$ cat config.mk
export PLATFORM = sky130hd
export DESIGN_NAME = lvl_pwm_mod
export DESIGN_NICKNAME = d
export VERILOG_FILES = /design/src/rtl/lvl_pwm_pkg.sv /design/src/rtl/lvl_pwm_ctrl.sv /design/src/rtl/lvl_pwm_datapath.sv /design/src/rtl/lvl_pwm_mod.sv
export SDC_FILE = /design/constraint.sdc
export NUM_CORES = 1
export LEC_CHECK = 0
export ABC_AREA = 1
export BUFFER_PORTS_ARGS = -buffer_cell sky130_fd_sc_hd__buf_2
export CORE_UTILIZATION = 39
export DETAILED_ROUTE_END_ITERATION = 8
export GPL_TIMING_DRIVEN = 0
export MAX_ROUTING_LAYER = met4
export SETUP_SLACK_MARGIN = 0.4
export SLEW_MARGIN = 20
export SYNTH_ARGS = -nofsm -noshare
export SYNTH_HDL_FRONTEND = slang
export SYNTH_SLANG_ARGS = --single-unit
$ cat constraint.sdc
create_clock -name clk -period 14.7 [get_ports clk]
set_input_delay 2.205 -clock clk [delete_from_list [all_inputs] [get_ports clk]]
set_output_delay 2.205 -clock clk [all_outputs]
set_load 0.005 [all_outputs]
$ cat src/rtl/lvl_pwm_pkg.sv
package lvl_pwm_pkg;

  localparam int HALF_LVL = 10;
  localparam int LVL_W    = $clog2(HALF_LVL + 1) + 1;
  localparam int NUM_LEGS = 4;
  localparam int GATE_W   = 2 * NUM_LEGS + 4;
  localparam int MI_W     = 8;
  localparam int MI_FRAC  = 7;

  typedef enum logic [1:0] {
    CAR_PD    = 2'd0,
    CAR_POD   = 2'd1,
    CAR_APOD  = 2'd2,
    CAR_SPARE = 2'd3
  } carMode_e;

  typedef struct packed {
    logic tick;
  } ctrlStrobe_t;

  // magnitude -> inserted legs, bit k = leg of weight k+1
  function automatic logic [NUM_LEGS-1:0] legSelect(input logic [3:0] mag);
    case (mag)
      4'd10:   legSelect = 4'b1111;
      4'd9:    legSelect = 4'b1110;
      4'd8:    legSelect = 4'b1101;
      4'd7:    legSelect = 4'b1100;
      4'd6:    legSelect = 4'b0111;
      4'd5:    legSelect = 4'b1001;
      4'd4:    legSelect = 4'b1000;
      4'd3:    legSelect = 4'b0011;
      4'd2:    legSelect = 4'b0010;
      4'd1:    legSelect = 4'b0001;
      default: legSelect = 4'b0000;
    endcase
  endfunction

endpackage

$ cat src/rtl/lvl_pwm_ctrl.sv
module lvl_pwm_ctrl
  import lvl_pwm_pkg::*;
#(
  parameter int CAR_MAX  = 100,
  parameter int TICK_DIV = 1,
  parameter int TRI_W    = $clog2(CAR_MAX + 1)
) (
  input  logic              clk,
  input  logic              rst,
  output ctrlStrobe_t       strobe,
  output logic [TRI_W-1:0]  triVal
);

  localparam int DIV_W = (TICK_DIV > 1) ? $clog2(TICK_DIV) : 1;

  logic [DIV_W-1:0] divCnt;
  logic             tick;
  logic             upQ;
  logic [TRI_W-1:0] triQ;

  assign tick = (divCnt == DIV_W'(TICK_DIV - 1));

  always_ff @(posedge clk) begin
    if (rst || tick) divCnt <= '0;
    else             divCnt <= divCnt + 1'b1;
  end

  // triangle 0 -> CAR_MAX -> 0, one count per tick
  always_ff @(posedge clk) begin
    if (rst) begin
      triQ <= '0;
      upQ  <= 1'b1;
    end else if (tick) begin
      if (upQ) begin
        triQ <= triQ + 1'b1;
        if (triQ == TRI_W'(CAR_MAX - 1)) upQ <= 1'b0;
      end else begin
        triQ <= triQ - 1'b1;
        if (triQ == TRI_W'(1)) upQ <= 1'b1;
      end
    end
  end

  assign strobe.tick = tick;
  assign triVal      = triQ;

endmodule

$ cat src/rtl/lvl_pwm_datapath.sv
module lvl_pwm_datapath
  import lvl_pwm_pkg::*;
#(
  parameter int REF_W   = 16,
  parameter int CAR_MAX = 100,
  parameter int TRI_W   = $clog2(CAR_MAX + 1)
) (
  input  logic                    clk,
  input  logic                    rst,
  input  ctrlStrobe_t             strobe,
  input  logic [TRI_W-1:0]        triVal,
  input  logic signed [REF_W-1:0] refIn,
  input  logic [MI_W-1:0]         modIdx,
  input  logic [1:0]              modeSel,
  output logic signed [LVL_W-1:0] levelOut,
  output logic [GATE_W-1:0]       gateOut
);

  localparam int CW = REF_W + MI_W + 1;
  localparam logic [GATE_W-1:0] GATE_RST = {4'b0000, {NUM_LEGS{2'b10}}};

  logic signed [CW-1:0] product, scaledRef;
  logic signed [CW-1:0] triUp, triDn;
  carMode_e             mode;
  logic [HALF_LVL-1:0]  posHit, negHit;

  // modulation index in Q1.7
  assign product   = $signed(refIn) * $signed({1'b0, modIdx});
  assign scaledRef = product >>> MI_FRAC;
  assign mode      = carMode_e'(modeSel);
  assign triUp     = CW'(triVal);
  assign triDn     = CW'(CAR_MAX) - CW'(triVal);

  // stacked bands with per-mode inversion
  for (genvar b = 0; b < HALF_LVL; b++) begin : g_band
    logic posInv, negInv;
    logic signed [CW-1:0] posCar, negCar;
    assign posInv = (mode == CAR_APOD) && ((b % 2) == 1);
    assign negInv = (mode == CAR_POD) || ((mode == CAR_APOD) && ((b % 2) == 0));
    assign posCar = CW'(b * CAR_MAX) + (posInv ? triDn : triUp);
    assign negCar = CW'(-(b + 1) * CAR_MAX) + (negInv ? triDn : triUp);
    assign posHit[b] = scaledRef > posCar;
    assign negHit[b] = negCar > scaledRef;
  end

  int                     lvlRaw;
  logic signed [LVL_W-1:0] lvlNext;
  logic [3:0]             magNext;
  logic [NUM_LEGS-1:0]    legs;
  logic [GATE_W-1:0]      gateNext;

  always_comb begin
    lvlRaw = int'($countones(posHit)) - int'($countones(negHit));
    if (lvlRaw > HALF_LVL)       lvlNext = LVL_W'(HALF_LVL);
    else if (lvlRaw < -HALF_LVL) lvlNext = LVL_W'(-HALF_LVL);
    else                         lvlNext = LVL_W'(lvlRaw);
    magNext = (lvlNext < 0) ? 4'(-lvlNext) : 4'(lvlNext);
  end

  assign legs = legSelect(magNext);

  for (genvar k = 0; k < NUM_LEGS; k++) begin : g_leg
    assign gateNext[2*k]   = legs[k];
    assign gateNext[2*k+1] = ~legs[k];
  end
  assign gateNext[GATE_W-1:2*NUM_LEGS] = (lvlNext < 0) ? 4'b1100 : 4'b0011;

  logic armed;

  // registered, update only on a level change
  always_ff @(posedge clk) begin
    if (rst) begin
      levelOut <= '0;
      gateOut  <= GATE_RST;
      armed    <= 1'b0;
    end else if (strobe.tick && (!armed || (lvlNext != levelOut))) begin
      levelOut <= lvlNext;
      gateOut  <= gateNext;
      armed    <= 1'b1;
    end
  end

endmodule

$ cat src/rtl/lvl_pwm_mod.sv
module lvl_pwm_mod
  import lvl_pwm_pkg::*;
#(
  parameter int REF_W    = 16,
  parameter int CAR_MAX  = 100,
  parameter int TICK_DIV = 1
) (
  input  logic                    clk,
  input  logic                    rst,
  input  logic signed [REF_W-1:0] refIn,
  input  logic [7:0]              modIdx,
  input  logic [1:0]              modeSel,
  output logic signed [4:0]       levelOut,
  output logic [11:0]             gateOut
);

  localparam int TRI_W = $clog2(CAR_MAX + 1);

  ctrlStrobe_t      strobe;
  logic [TRI_W-1:0] triVal;

  lvl_pwm_ctrl #(
    .CAR_MAX (CAR_MAX),
    .TICK_DIV(TICK_DIV),
    .TRI_W   (TRI_W)
  ) u_ctrl (
    .clk   (clk),
    .rst   (rst),
    .strobe(strobe),
    .triVal(triVal)
  );

  lvl_pwm_datapath #(
    .REF_W  (REF_W),
    .CAR_MAX(CAR_MAX),
    .TRI_W  (TRI_W)
  ) u_dp (
    .clk     (clk),
    .rst     (rst),
    .strobe  (strobe),
    .triVal  (triVal),
    .refIn   (refIn),
    .modIdx  (modIdx),
    .modeSel (modeSel),
    .levelOut(levelOut),
    .gateOut (gateOut)
  );

endmodule

* Word level (Yosys, flattened, before mapping)
Memories as Yosys holds them, arrays and structs flattened.
Index checks and enable logic that the tools add are counted.
** Word-level totals
- Flip-flop bits (word level) :: 27
- Bits in read-only memories :: 64
- Output and inout bits :: 17
- Logic and storage cells :: 100
- Memories :: 1
** Memory list
- (name not given) :: depth 16, width 4, read ports 1, clocked after Yosys merged registers in 0, wr ports 0, line lvl_pwm_pkg.sv:23 : case (mag)
** Operators by class
- Add/sub/neg operators :: 43
- $mul :: 1
- $lt $le $gt $ge :: 23
- Equal/unequal tests :: 5
- Muxes and demuxes :: 11
- Bitwise logic cells :: 5
- Reductions and logical operators :: 5
** Operator list (number)
- 32-bit adder :: 8
- 25-bit by 18-bit > comparator with 1-bit output :: 10
- 11-bit by 25-bit adder with 25-bit output, first input constant :: 7
- 10-bit by 25-bit adder with 25-bit output, first input constant :: 5
- 18-bit by 25-bit > comparator with 1-bit output :: 5
- 25-bit two-way mux :: 3
- 8-bit by 25-bit adder with 25-bit output, first input constant :: 2
- 18-bit by 12-bit > comparator with 1-bit output :: 2
- 32-bit by 5-bit > comparator with 1-bit output, second input constant :: 1
- 32-bit by 5-bit less-than comparator with 1-bit output, second input constant :: 1
- 32-bit subtractor :: 1
- 9-bit by 25-bit adder with 25-bit output, first input constant :: 1
- 16-bit by 9-bit multiplier with 25-bit output :: 1
- 10-bit by 7-bit adder with 11-bit output, first input constant :: 2
- 1-bit by 1-bit adder with 2-bit output :: 10
- 18-bit by 10-bit > comparator with 1-bit output :: 1
- 18-bit by 11-bit > comparator with 1-bit output :: 1
- 18-bit by 8-bit > comparator with 1-bit output :: 1
- 9-bit by 7-bit adder with 10-bit output, first input constant :: 1
- 5-bit two-way mux :: 2
- 8-bit by 7-bit adder with 9-bit output, first input constant :: 1
- 4-bit two-way mux :: 2
- 7-bit by 7-bit subtractor with 8-bit output, first input constant :: 1
- 7-bit by 1-bit adder with 7-bit output, second input constant :: 1
- 15 further kinds :: 23

* Depth between registers and ports, before layout
Gate-level depths: netlist of run 1.
An unclocked memory read counts as a cell.
- Depth in word-level cells :: 17
- Depth in mapped cells :: 67
- Depth with buffers taken out :: 65

* By module
From an unflattened synthesis of run 1, not the netlist that was laid out.
** Second synthesis, totals
- Cell total of the unflattened synthesis :: 2055
- Area, all modules :: 13447.9 um^2
** Modules (own cells, without submodules)
- lvl_pwm_datapath :: times used 1, cells each 1975, area each 12896.1 um^2, seq. area each 300.3 um^2
- lvl_pwm_ctrl :: times used 1, cells each 80, area each 551.8 um^2, seq. area each 180.2 um^2

* Worst setup path after synthesis of run 1
No wires, ideal clock.
- Path type :: input -> register
- Start point :: input modIdx[5]
- End point :: register u_dp.gateOut[7]
- Setup time :: 0.124 ns
- Arrival :: 12.655 ns
- Data required time :: 14.576 ns
- Setup slack :: 1.921 ns
- Stages :: 55
- Buffers on the path :: 2
- Cell sequence :: clkbuf_1 > clkbuf_1 > nand2_1 > fa_1 > fa_1 > inv_1 > fa_1 > inv_1 > fa_1 > inv_1 > ha_1 > nand2_1 > inv_1 > nand3_1 > o21bai_1 > inv_1 > o21bai_1 > xor2_1 > [19 not listed] > ha_1 > a21oi_1 > o21ai_2 > fa_1 > o211ai_1 > nand2_1 > nand3_2 > ha_1 > nor2_1 > nand3_1 > nand2_1 > inv_1 > nor2_1 > nand2_1 > nand2_1 > nand2_1 > o21ai_1 > nand2_1
** Between the ends
- Word-level cells in the longest chain between the ends :: 14
- Elaborated cells on any way between the ends :: 52
- Those cells by class :: 20 x add/sub; 1 x mul; 23 x order compare; 1 x eq/ne; 3 x mux; 1 x bitwise; 2 x reduce/logical; 1 x memory
** RTL lines
- start: declaration :: line lvl_pwm_mod.sv:11 : input logic [7:0] modIdx,
- 16-bit by 9-bit multiplier with 25-bit output * :: line lvl_pwm_datapath.sv:28 : assign product = $signed(refIn) * $signed({1'b0, modIdx});
- 18-bit by 25-bit > comparator with 1-bit output (tied with other cells) :: line lvl_pwm_datapath.sv:42 : assign posHit[b] = scaledRef > posCar;
- 1-bit by 1-bit adder with 2-bit output (not written as such) :: line lvl_pwm_datapath.sv:53 : lvlRaw = int'($countones(posHit)) - int'($countones(negHit));
- 32-bit adder (not written as such) (3 in series) :: line lvl_pwm_datapath.sv:53
- 32-bit subtractor * :: line lvl_pwm_datapath.sv:53
- 32-bit by 5-bit less-than comparator with 1-bit output :: line lvl_pwm_datapath.sv:55 : else if (lvlRaw < -HALF_LVL) lvlNext = LVL_W'(-HALF_LVL);
- 5-bit two-way mux :: line lvl_pwm_datapath.sv:55
- 5-bit two-way mux * :: line lvl_pwm_datapath.sv:54 : if (lvlRaw > HALF_LVL) lvlNext = LVL_W'(HALF_LVL);
- 4-bit negator or 5-bit by 1-bit less-than comparator with 1-bit output (tied branches) :: line lvl_pwm_datapath.sv:57 : magNext = (lvlNext < 0) ? 4'(-lvlNext) : 4'(lvlNext);
- 4-bit two-way mux :: line lvl_pwm_datapath.sv:57
- memory read 16 x 4 bit
- 1-bit NOT :: line lvl_pwm_datapath.sv:64 : assign gateNext[2*k+1] = ~legs[k];
- end signal: assignment :: line lvl_pwm_datapath.sv:78 : gateOut <= gateNext;
- end: declaration :: line lvl_pwm_datapath.sv:16 : output logic [GATE_W-1:0] gateOut
Every way passes the cells marked *; elsewhere a longest branch is shown, timed or not.
A chain may end at the register's enable or synchronous reset.

* Worst setup path after layout of run 1
Ends and elaborated chain as after synthesis.

==> metrics.txt, run 1 <==
setup repair after global routing missed its margin false; maximum number of pins on one net before global-route repair 14; Fin. Hold Viols 0; final-stage net count 2385; post-route antenna net violation count 0; Required @ worst endpoint 14830 ps; Detailed Route Iter0 Violations 740; DR vias 12300; final worst-path cycle share 0.925; initial core utilization 0.400; mean cell area of the mapped netlist 6.73 um2; total wire length 35300 um; initial antenna violation count 0; Worst Tran Pin Value 1020 ps; placeable core region 32800 um2; commonest cells after routing, fill and taps aside nand2_1, inv_1, ha_1; wire length of the first global-routing pass 59300 um; clock-pin slew of the registers on the worst-case setup and hold paths 60 ps; number of enable flip-flop cells after synthesis 0; clock latency of the later-clocked register in the worst-skew pair 260 ps; filler instances 3494; share of synthesized registers carrying an async set or reset 0; most common cell after layout, fill and taps aside nand2_1; Antenna Diode Count 0; critical path's slowest cell fa_1; average wire per cell in the routed design 14.5 um; peak clock frequency supported by timing 0.0736 GHz; result of the run complete, no violations; root buffer cell clkbuf_16; Post-Layout Cell Count 2433; number of buffers inserted by port buffering 24; total I/O pin count 45; nature of the critical path startpoint input pin; dominant register cell in the synthesized netlist dfxtp_1; horizontal extent of the die 185 um; post-synthesis instance total 1949; Longest Clk Path Bufs 2; worst hold slack 460 ps; Hold/Removal Path Class register to register; data arrival time of the critical path 13720 ps; number of buffers inserted during clock tree synthesis 3; GRT Overall Usage 0.219; synthesis-stage register bit count 24; max-capacitance violation count 0; number of different library cells in the post-synthesis netlist 62; Cells after DPL 2420; Largest delay share family, worst path adder cells; capturing element type of the critical path register; sequential share of the synthesized area 0.0366; setup-violating endpoint count in the final report 0; die extent in y 185 um; TritonCTS clock tree yes; total clock sinks 24; number of warnings printed during yosys synthesis 0; worst slew margin relative to its limit 0.315; DRC 0; Min Clock Period, post-route 13590 ps; setup clock skew after layout 4.81 ps; count of standard-cell rows 66; maximum fanout along the worst path 10; Die Area 34400 um2; depth of the CTS H-tree 1; area grow syn2layout 7.32%; number of max-slew violations in the final report 0; routed vias/inst 5.05; CP Class input pin to register; weighted congestion reported at the end of routability-driven placement 0.896; critical path's largest stage delay 560 ps; total congestion overflow 0; drt first pass iters 5; library cell appearing most often on the critical path inv_1; proportion of layout cells with a drive suffix above 1 0.0763; total half-perimeter wirelength after legalization and detailed placement 29800 um; vias in the first global route 12000; count of buffer and inverter cells on the critical path 15; synthesized area 13100 um2
## tightest hold or removal path, cell delays in order, from the launching register on
cell,delay (ps)
dfxtp_1,300
inv_1,60
a21oi_1,60
## cell type report
type / count / area [um2] / share of cell area
Inverter: 438 / 1650 / 0.117
Buffer: 48 / 228 / 0.0162
Multi-Input combinational cell: 1440 / 10800 / 0.770
Tap cell: 442 / 553 / 0.0393
Sequential cell: 24 / 480 / 0.0341
Clock buffer: 4 / 88.8 / 0.00631
Timing Repair Buffer: 37 / 233 / 0.0165
## worst paths after layout
kind	cells past startpoint	slack, ps	end	from
worst max-delay path	55	1110	u_dp.gateOut[7]	modIdx[5]
worst max register to register	48	4970	u_dp.gateOut[7]	u_ctrl.triVal[4]
worst min register to register	2	460	u_dp.armed	u_dp.armed
worst min-delay path	2	460	u_dp.armed	u_dp.armed
## registers in the layout, indices dropped and copies added, names as in the netlist
name and cells:
u_dp.gateOut 10, u_ctrl.triVal 7, u_dp.levelOut 4, u_ctrl.divCnt 1
u_ctrl.upQ 1, u_dp.armed 1
## through the flow
step	setup TNS [ps]	instance area, um2	worst slack, ps	util
2_1_floorplan	0	13100	1920	-
3_3_place_gp	-7720	13800	-714	0.421
3_5_place_dp	-839	13900	-150	0.423
4_1_cts	0	14000	496	0.426
5_1_grt	0	14100	352	0.429
6_report	0	14100	1110	0.429
## layer usage
metal,global-route usage,share of wire,vias up
met1,0.296,0.49,5773
li1,-,-,6220
met3,0.0122,0.040,26
met5,-,0,-
met2,0.368,0.47,257
met4,0.0261,0.0091,0
## repair_timing
item	4_1_cts	5_1_grt
setup endpoints to repair	11	14
gates resized for setup	5	21
gates cloned	0	0
pin swaps	0	1
setup buffers	0	9
hold buffers	0	0
## Yosys cell counts (8+ instances only)
library cell | count | area (um2)
a21o_1 | 8 | 60.1
a21oi_1 | 118 | 591
clkbuf_1 | 32 | 120
dfxtp_1 | 24 | 480
fa_1 | 116 | 2320
ha_1 | 249 | 3120
inv_1 | 422 | 1580
inv_2 | 15 | 56.3
nand2_1 | 429 | 1610
nand2_2 | 27 | 169
nand3_1 | 74 | 370
nand4_1 | 27 | 169
nor2_1 | 127 | 477
nor3_1 | 33 | 165
o2111ai_1 | 8 | 70.1
o211ai_1 | 8 | 60.1
o21ai_0 | 58 | 290
o21ai_1 | 15 | 75.1
o21ai_2 | 8 | 70.1
xnor2_1 | 10 | 87.6
xor2_1 | 44 | 385
## kinds of logic after synthesis
family	after synthesis	synth area share
simple gates	752	0.250
buf+inv	486	0.142
fa+ha+maj	365	0.415
compound gates	264	0.118
xor+xnor	56	0.0386
flops	24	0.0366
other cells	2	0.000573
Power of run 1 is not shown: default switching activity piles up to over one toggle a cycle in this logic, so the estimate is an artifact.
==> run 2: changes to the inputs <==
Settings changed: RECOVER_POWER set to 25.
==> metrics.txt, run 2 (synthesis results as in run 1) <==
data arrival time of the critical path 13720 ps (about the same); initial core utilization 0.400 (unchanged); Antenna Diode Count 0 (unchanged); Min Clock Period, post-route 13590 ps (about the same); Cells after DPL 2420 (unchanged); setup repair after global routing missed its margin false (unchanged); largest register by flop count u_dp.gateOut (unchanged); CP Class input pin to register (unchanged); total half-perimeter wirelength after legalization and detailed placement 29800 um (unchanged); number of max-slew violations in the final report 0 (unchanged); number of buffers inserted during clock tree synthesis 3 (unchanged); setup-violating endpoint count in the final report 0 (unchanged); Hold/Removal Path Class register to register (unchanged); clock latency of the later-clocked register in the worst-skew pair 260 ps (about the same); capturing element type of the critical path register (unchanged); clock-pin slew of the registers on the worst-case setup and hold paths 60 ps (about the same); maximum fanout along the worst path 10 (unchanged); final worst-path cycle share 0.925 (about the same); weighted congestion reported at the end of routability-driven placement 0.896 (unchanged); count of standard-cell rows 66 (unchanged); max-capacitance violation count 0 (unchanged); Worst R2R Setup Slack 4980 ps (was 4970 ps); count of hold-fix buffers inserted at cts 0 (unchanged); commonest cells after routing, fill and taps aside nand2_1, inv_1, ha_1 (unchanged); most common cell after layout, fill and taps aside nand2_1 (unchanged); GRT Overall Usage 0.219 (unchanged); Fin. Hold Viols 0 (unchanged); total clock sinks 24 (unchanged); setup clock skew after layout 4.81 ps (about the same); maximum number of pins on one net before global-route repair 14 (unchanged); minimum setup slack after placement -150 ps (unchanged); Die Area 34400 um2 (unchanged); depth of the CTS H-tree 1 (unchanged); drt first pass iters 5 (unchanged); Detailed Route Iter0 Violations 740 (unchanged); critical path's slowest cell fa_1 (unchanged); proportion of layout cells with a drive suffix above 1 0.0748 (was 0.0763); placeable core region 32800 um2 (unchanged); Worst Setup Slack, final 1110 ps (about the same); DRC 0 (unchanged); average wire per cell in the routed design 14.5 um (about the same); Largest register FFs 10 (unchanged); initial antenna violation count 0 (unchanged); critical path's largest stage delay 560 ps (about the same); nature of the critical path startpoint input pin (unchanged); wire length of the first global-routing pass 59300 um (unchanged); worst hold slack 460 ps (about the same); routed vias/inst 5.05 (about the same); vias in the first global route 12000 (unchanged); number of buffers inserted by port buffering 24 (unchanged); result of the run complete, no violations (unchanged); die extent in y 185 um (unchanged); root buffer cell clkbuf_16 (unchanged); Post-Layout Cell Count 2433 (unchanged); Required @ worst endpoint 14830 ps (about the same); TritonCTS clock tree yes (unchanged); post-route antenna net violation count 0 (unchanged); total congestion overflow 0 (unchanged); Longest Clk Path Bufs 2 (unchanged); DR vias 12300 (about the same); placed standard-cell area 13900 um2 (unchanged); summed area of non-filler cells in the final layout 14100 um2 (about the same); Worst Tran Pin Value 1020 ps (unchanged); area grow syn2layout 7.29% (was 7.32%); peak clock frequency supported by timing 0.0736 GHz (about the same); library cell appearing most often on the critical path inv_1 (unchanged); final-stage net count 2385 (unchanged); horizontal extent of the die 185 um (unchanged); total I/O pin count 45 (unchanged); worst slew margin relative to its limit 0.315 (unchanged); total wire length 35300 um (about the same)
==> run 2: cell types whose count changed in the layout (fill, tap and decap cells not counted), sizes merged <==
| cell | delta |
|---|---|
| buf | -3 |
| clkbuf | +3 |
==> run 2: timing repair <==
action,4_1_cts,5_1_grt
pin swaps,0,1
setup buffers,0,9
resized for setup,5,21
setup endpoints to repair,11,14
==> run 2: metal layers <==
metal | global-route usage | vias to the layer above | part of all wire
li1 | - | 6220 | -
met3 | 0.0122 | 26 | 0.040
met2 | 0.368 | 262 | 0.47
met4 | 0.0261 | 0 | 0.0091
met5 | - | - | 0
met1 | 0.296 | 5771 | 0.49
==> run 2: final cells by class <==
type	instances	area [um2]
fill	3494	18700
multi-input combinational	1440	10800
inverter	438	1650
tap	442	553
sequential	24	480
timing repair buffer	37	229
buffer	48	228
clock buffer	4	88.8
==> run 2: per-stage QoR <==
step | setup TNS (ps) | util
6_report | 0 | 0.429
5_1_grt | 0 | 0.429
4_1_cts | 0 | 0.426
3_5_place_dp | -839 | 0.423
3_3_place_gp | -7720 | 0.421
2_1_floorplan | 0 | -
==> run 2: worst paths after layout <==
| kind | depth (start not counted) | endpoint | from |
|---|---|---|---|
| setup / recovery | 55 | u_dp.gateOut[7] | modIdx[5] |
| hold / removal | 2 | u_dp.armed | u_dp.armed |
| hold reg to reg | 2 | u_dp.armed | u_dp.armed |
| setup reg to reg | 48 | u_dp.gateOut[7] | u_ctrl.triVal[4] |
==> run 2: worst max-delay path: cells and delay by family <==
family                   cells  cell delay (ps)
adder cells (fa/ha/maj)     14             5920
buffers and inverters       15             1800
AO/OA/AOI/OAI               10             1770
AND/OR/NAND/NOR             15             1670
XOR/XNOR                     1              320
Power of run 2 is left out for the same reason.
==> run 3: changes to the inputs <==
Settings changed: ABC_AREA 1 to not set, SYNTH_HIERARCHICAL set to 1.
==> metrics.txt, run 3 <==
horizontal extent of the die 182 um (was 185 um); wire length of the first global-routing pass 55700 um (was 59300 um); largest register by flop count u_dp/gateOut (was u_dp.gateOut); number of max-slew violations in the final report 0 (unchanged); combined flip-flop and latch cell area 480 um2 (unchanged); Die Area 33000 um2 (was 34400 um2); Detailed Route Iter0 Violations 707 (was 740); synthesized area 12600 um2 (was 13100 um2); drt first pass iters 7 (was 5); placeable core region 31600 um2 (was 32800 um2); biggest area consumer among synthesized cells ha_1 (unchanged); commonest cells after routing, fill and taps aside inv_1, ha_1, nand2_1 (was nand2_1, inv_1, ha_1); sequential share of the synthesized area 0.0381 (was 0.0366); filler instances 3150 (was 3494); share of the core filled with cells in the final layout 0.442 (was 0.429); setup total negative slack 0 ps (unchanged); number of different library cells in the post-synthesis netlist 110 (was 62); Hold/Removal Path Class register to register (unchanged); TritonCTS clock tree yes (unchanged); worst slew margin relative to its limit 0.285 (was 0.315); number of buffers inserted by port buffering 44 (was 24); initial antenna violation count 1 (was 0); most common cell after layout, fill and taps aside inv_1 (was nand2_1); share of synthesized registers carrying an async set or reset 0 (unchanged); Longest Clk Path Bufs 2 (unchanged); library cell appearing most often on the critical path fa_1 (was inv_1); count of standard-cell rows 65 (was 66); Post-Layout Cell Count 2046 (was 2433); total congestion overflow 0 (unchanged); number of warnings printed during yosys synthesis 6 (was 0); total I/O pin count 45 (unchanged); final-stage net count 2028 (was 2385); data arrival time of the critical path 13990 ps (was 13720 ps); post-synthesis instance total 1574 (was 1949); weighted congestion reported at the end of routability-driven placement 0.957 (was 0.896); setup repair after global routing missed its margin false (unchanged); Cells after DPL 2024 (was 2420); maximum number of pins on one net before global-route repair 15 (was 14); nature of the critical path startpoint input pin (unchanged); Worst Tran Pin Value 1070 ps (was 1020 ps); number of buffers inserted during clock tree synthesis 3 (unchanged); die extent in y 182 um (was 185 um); number of enable flip-flop cells after synthesis 0 (unchanged); max-capacitance violation count 0 (unchanged); critical path's slowest cell fa_1 (unchanged); total clock sinks 24 (unchanged); dominant register cell in the synthesized netlist dfxtp_1 (unchanged); final worst-path cycle share 0.942 (was 0.925); depth of the CTS H-tree 1 (unchanged); capturing element type of the critical path register (unchanged); footprint of the multi-input gates 11300 um2 (was 10800 um2); most used standard cell by instance count after synthesis inv_1 (was nand2_1); Largest register FFs 10 (unchanged); Synth area leaders ha_1, fa_1, inv_1 (was ha_1, fa_1, nand2_1); proportion of layout cells with a drive suffix above 1 0.119 (was 0.0748); post-route antenna net violation count 0 (unchanged); DRC 0 (unchanged); root buffer cell clkbuf_16 (unchanged); clock-pin slew of the registers on the worst-case setup and hold paths 60 ps (about the same); area grow syn2layout 11.1% (was 7.29%); commonest cells in the synthesized netlist inv_1, ha_1, nand2_1 (was nand2_1, inv_1, ha_1); Fin. Hold Viols 0 (unchanged); vias in the first global route 11200 (was 12000); routed vias/inst 5.49 (was 5.05); synthesis-stage register bit count 24 (unchanged); peak clock frequency supported by timing 0.0723 GHz (was 0.0736 GHz); Yosys top cell area share 0.240 (was 0.238); worst hold slack 465 ps (was 460 ps); Reg2Reg Depth 36 (was 48); clock latency of the later-clocked register in the worst-skew pair 250 ps (was 260 ps); average wire per cell in the routed design 16.3 um (was 14.5 um); setup-violating endpoint count in the final report 0 (unchanged); count of hold-fix buffers inserted at cts 0 (unchanged); total half-perimeter wirelength after legalization and detailed placement 27800 um (was 29800 um); critical path's largest stage delay 590 ps (was 560 ps); maximum fanout along the worst path 10 (unchanged); Min Clock Period, post-route 13840 ps (was 13590 ps); number of cells traversed by the worst hold path 1 (was 2); GRT Overall Usage 0.211 (was 0.219); total wire length 33400 um (was 35300 um); Required @ worst endpoint 14850 ps (was 14830 ps); DR vias 11200 (was 12300); nets in the synthesized netlist 1958; CP Class input pin to register (unchanged); initial core utilization 0.398 (was 0.400); mean cell area of the mapped netlist 8.00 um2 (was 6.73 um2); result of the run complete, no violations (unchanged); setup clock skew after layout 2.84 ps (was 4.81 ps)
## run 3: cell types whose count changed after synthesis, sizes merged, moves of 32 or more
cell and change:
inv -183, and2 +70, nor2 -71, nand2 -315, nand3 -32, xnor2 +69
xor2 -32
## run 3: layout make-up
type / count / share of cell area
multi-input combinational: 1254 / 0.806
sequential: 24 / 0.0343
inverter: 257 / 0.0699
tap: 402 / 0.0360
antenna: 1 / 0.000179
clock buffer: 3 / 0.00537
timing repair buffer: 65 / 0.0285
buffer: 39 / 0.0177
clock inverter: 1 / 0.00215
## run 3: per-layer routing
| layer | GRT usage | part of all wire | vias to the layer above |
|---|---|---|---|
| met2 | 0.353 | 0.47 | 213 |
| met5 | - | 0 | - |
| met1 | 0.278 | 0.48 | 5476 |
| met4 | 0.0353 | 0.013 | 0 |
| li1 | - | - | 5507 |
| met3 | 0.0229 | 0.038 | 31 |
## run 3: critical path: cells and delay by family
kind / cells / cell delay, ps
compound gates: 15 / 3220
xor+xnor: 2 / 620
fa+ha+maj: 14 / 5840
buf+inv: 8 / 750
simple gates: 7 / 1330
## run 3: kinds of logic (layout without fill, tap and decap cells)
| family | after synthesis | after routing | share of synthesized area |
|---|---|---|---|
| other cells | 2 | 3 | 0.000596 |
| compound gates | 318 | 318 | 0.172 |
| fa+ha+maj | 357 | 357 | 0.422 |
| simple gates | 474 | 474 | 0.198 |
| xor+xnor | 94 | 94 | 0.0691 |
| mux | 9 | 9 | 0.00735 |
| buf+inv | 296 | 365 | 0.0921 |
| flops | 24 | 24 | 0.0381 |
## run 3: timing repair
| action | CTS | global route |
|---|---|---|
| buffers inserted | 8 | 9 |
| setup endpoints to repair | 10 | 10 |
| gates resized for setup | 26 | 78 |
| pin swaps | 5 | 9 |
## run 3: through the flow
| stage | setup WS, ps | cell area, um2 |
|---|---|---|
| final | 859 | 14000 |
| after global routing | 346 | 14000 |
| after CTS | 410 | 13700 |
| after detailed placement | -997 | 13400 |
| after global placement | -2140 | 13300 |
| after floorplan | 761 | 12600 |
## run 3: worst paths after layout
path / from / slack [ps] / end
worst max register to register: u_ctrl/triVal[4] / 3840 / u_dp/gateOut[7]
worst min register to register: u_dp/gateOut[5] / 460 / u_dp/gateOut[5]
worst min-delay path: u_dp/gateOut[5] / 460 / u_dp/gateOut[5]
worst max-delay path: modIdx[2] / 860 / u_dp/gateOut[7]
Power of run 3 is left out for the same reason.
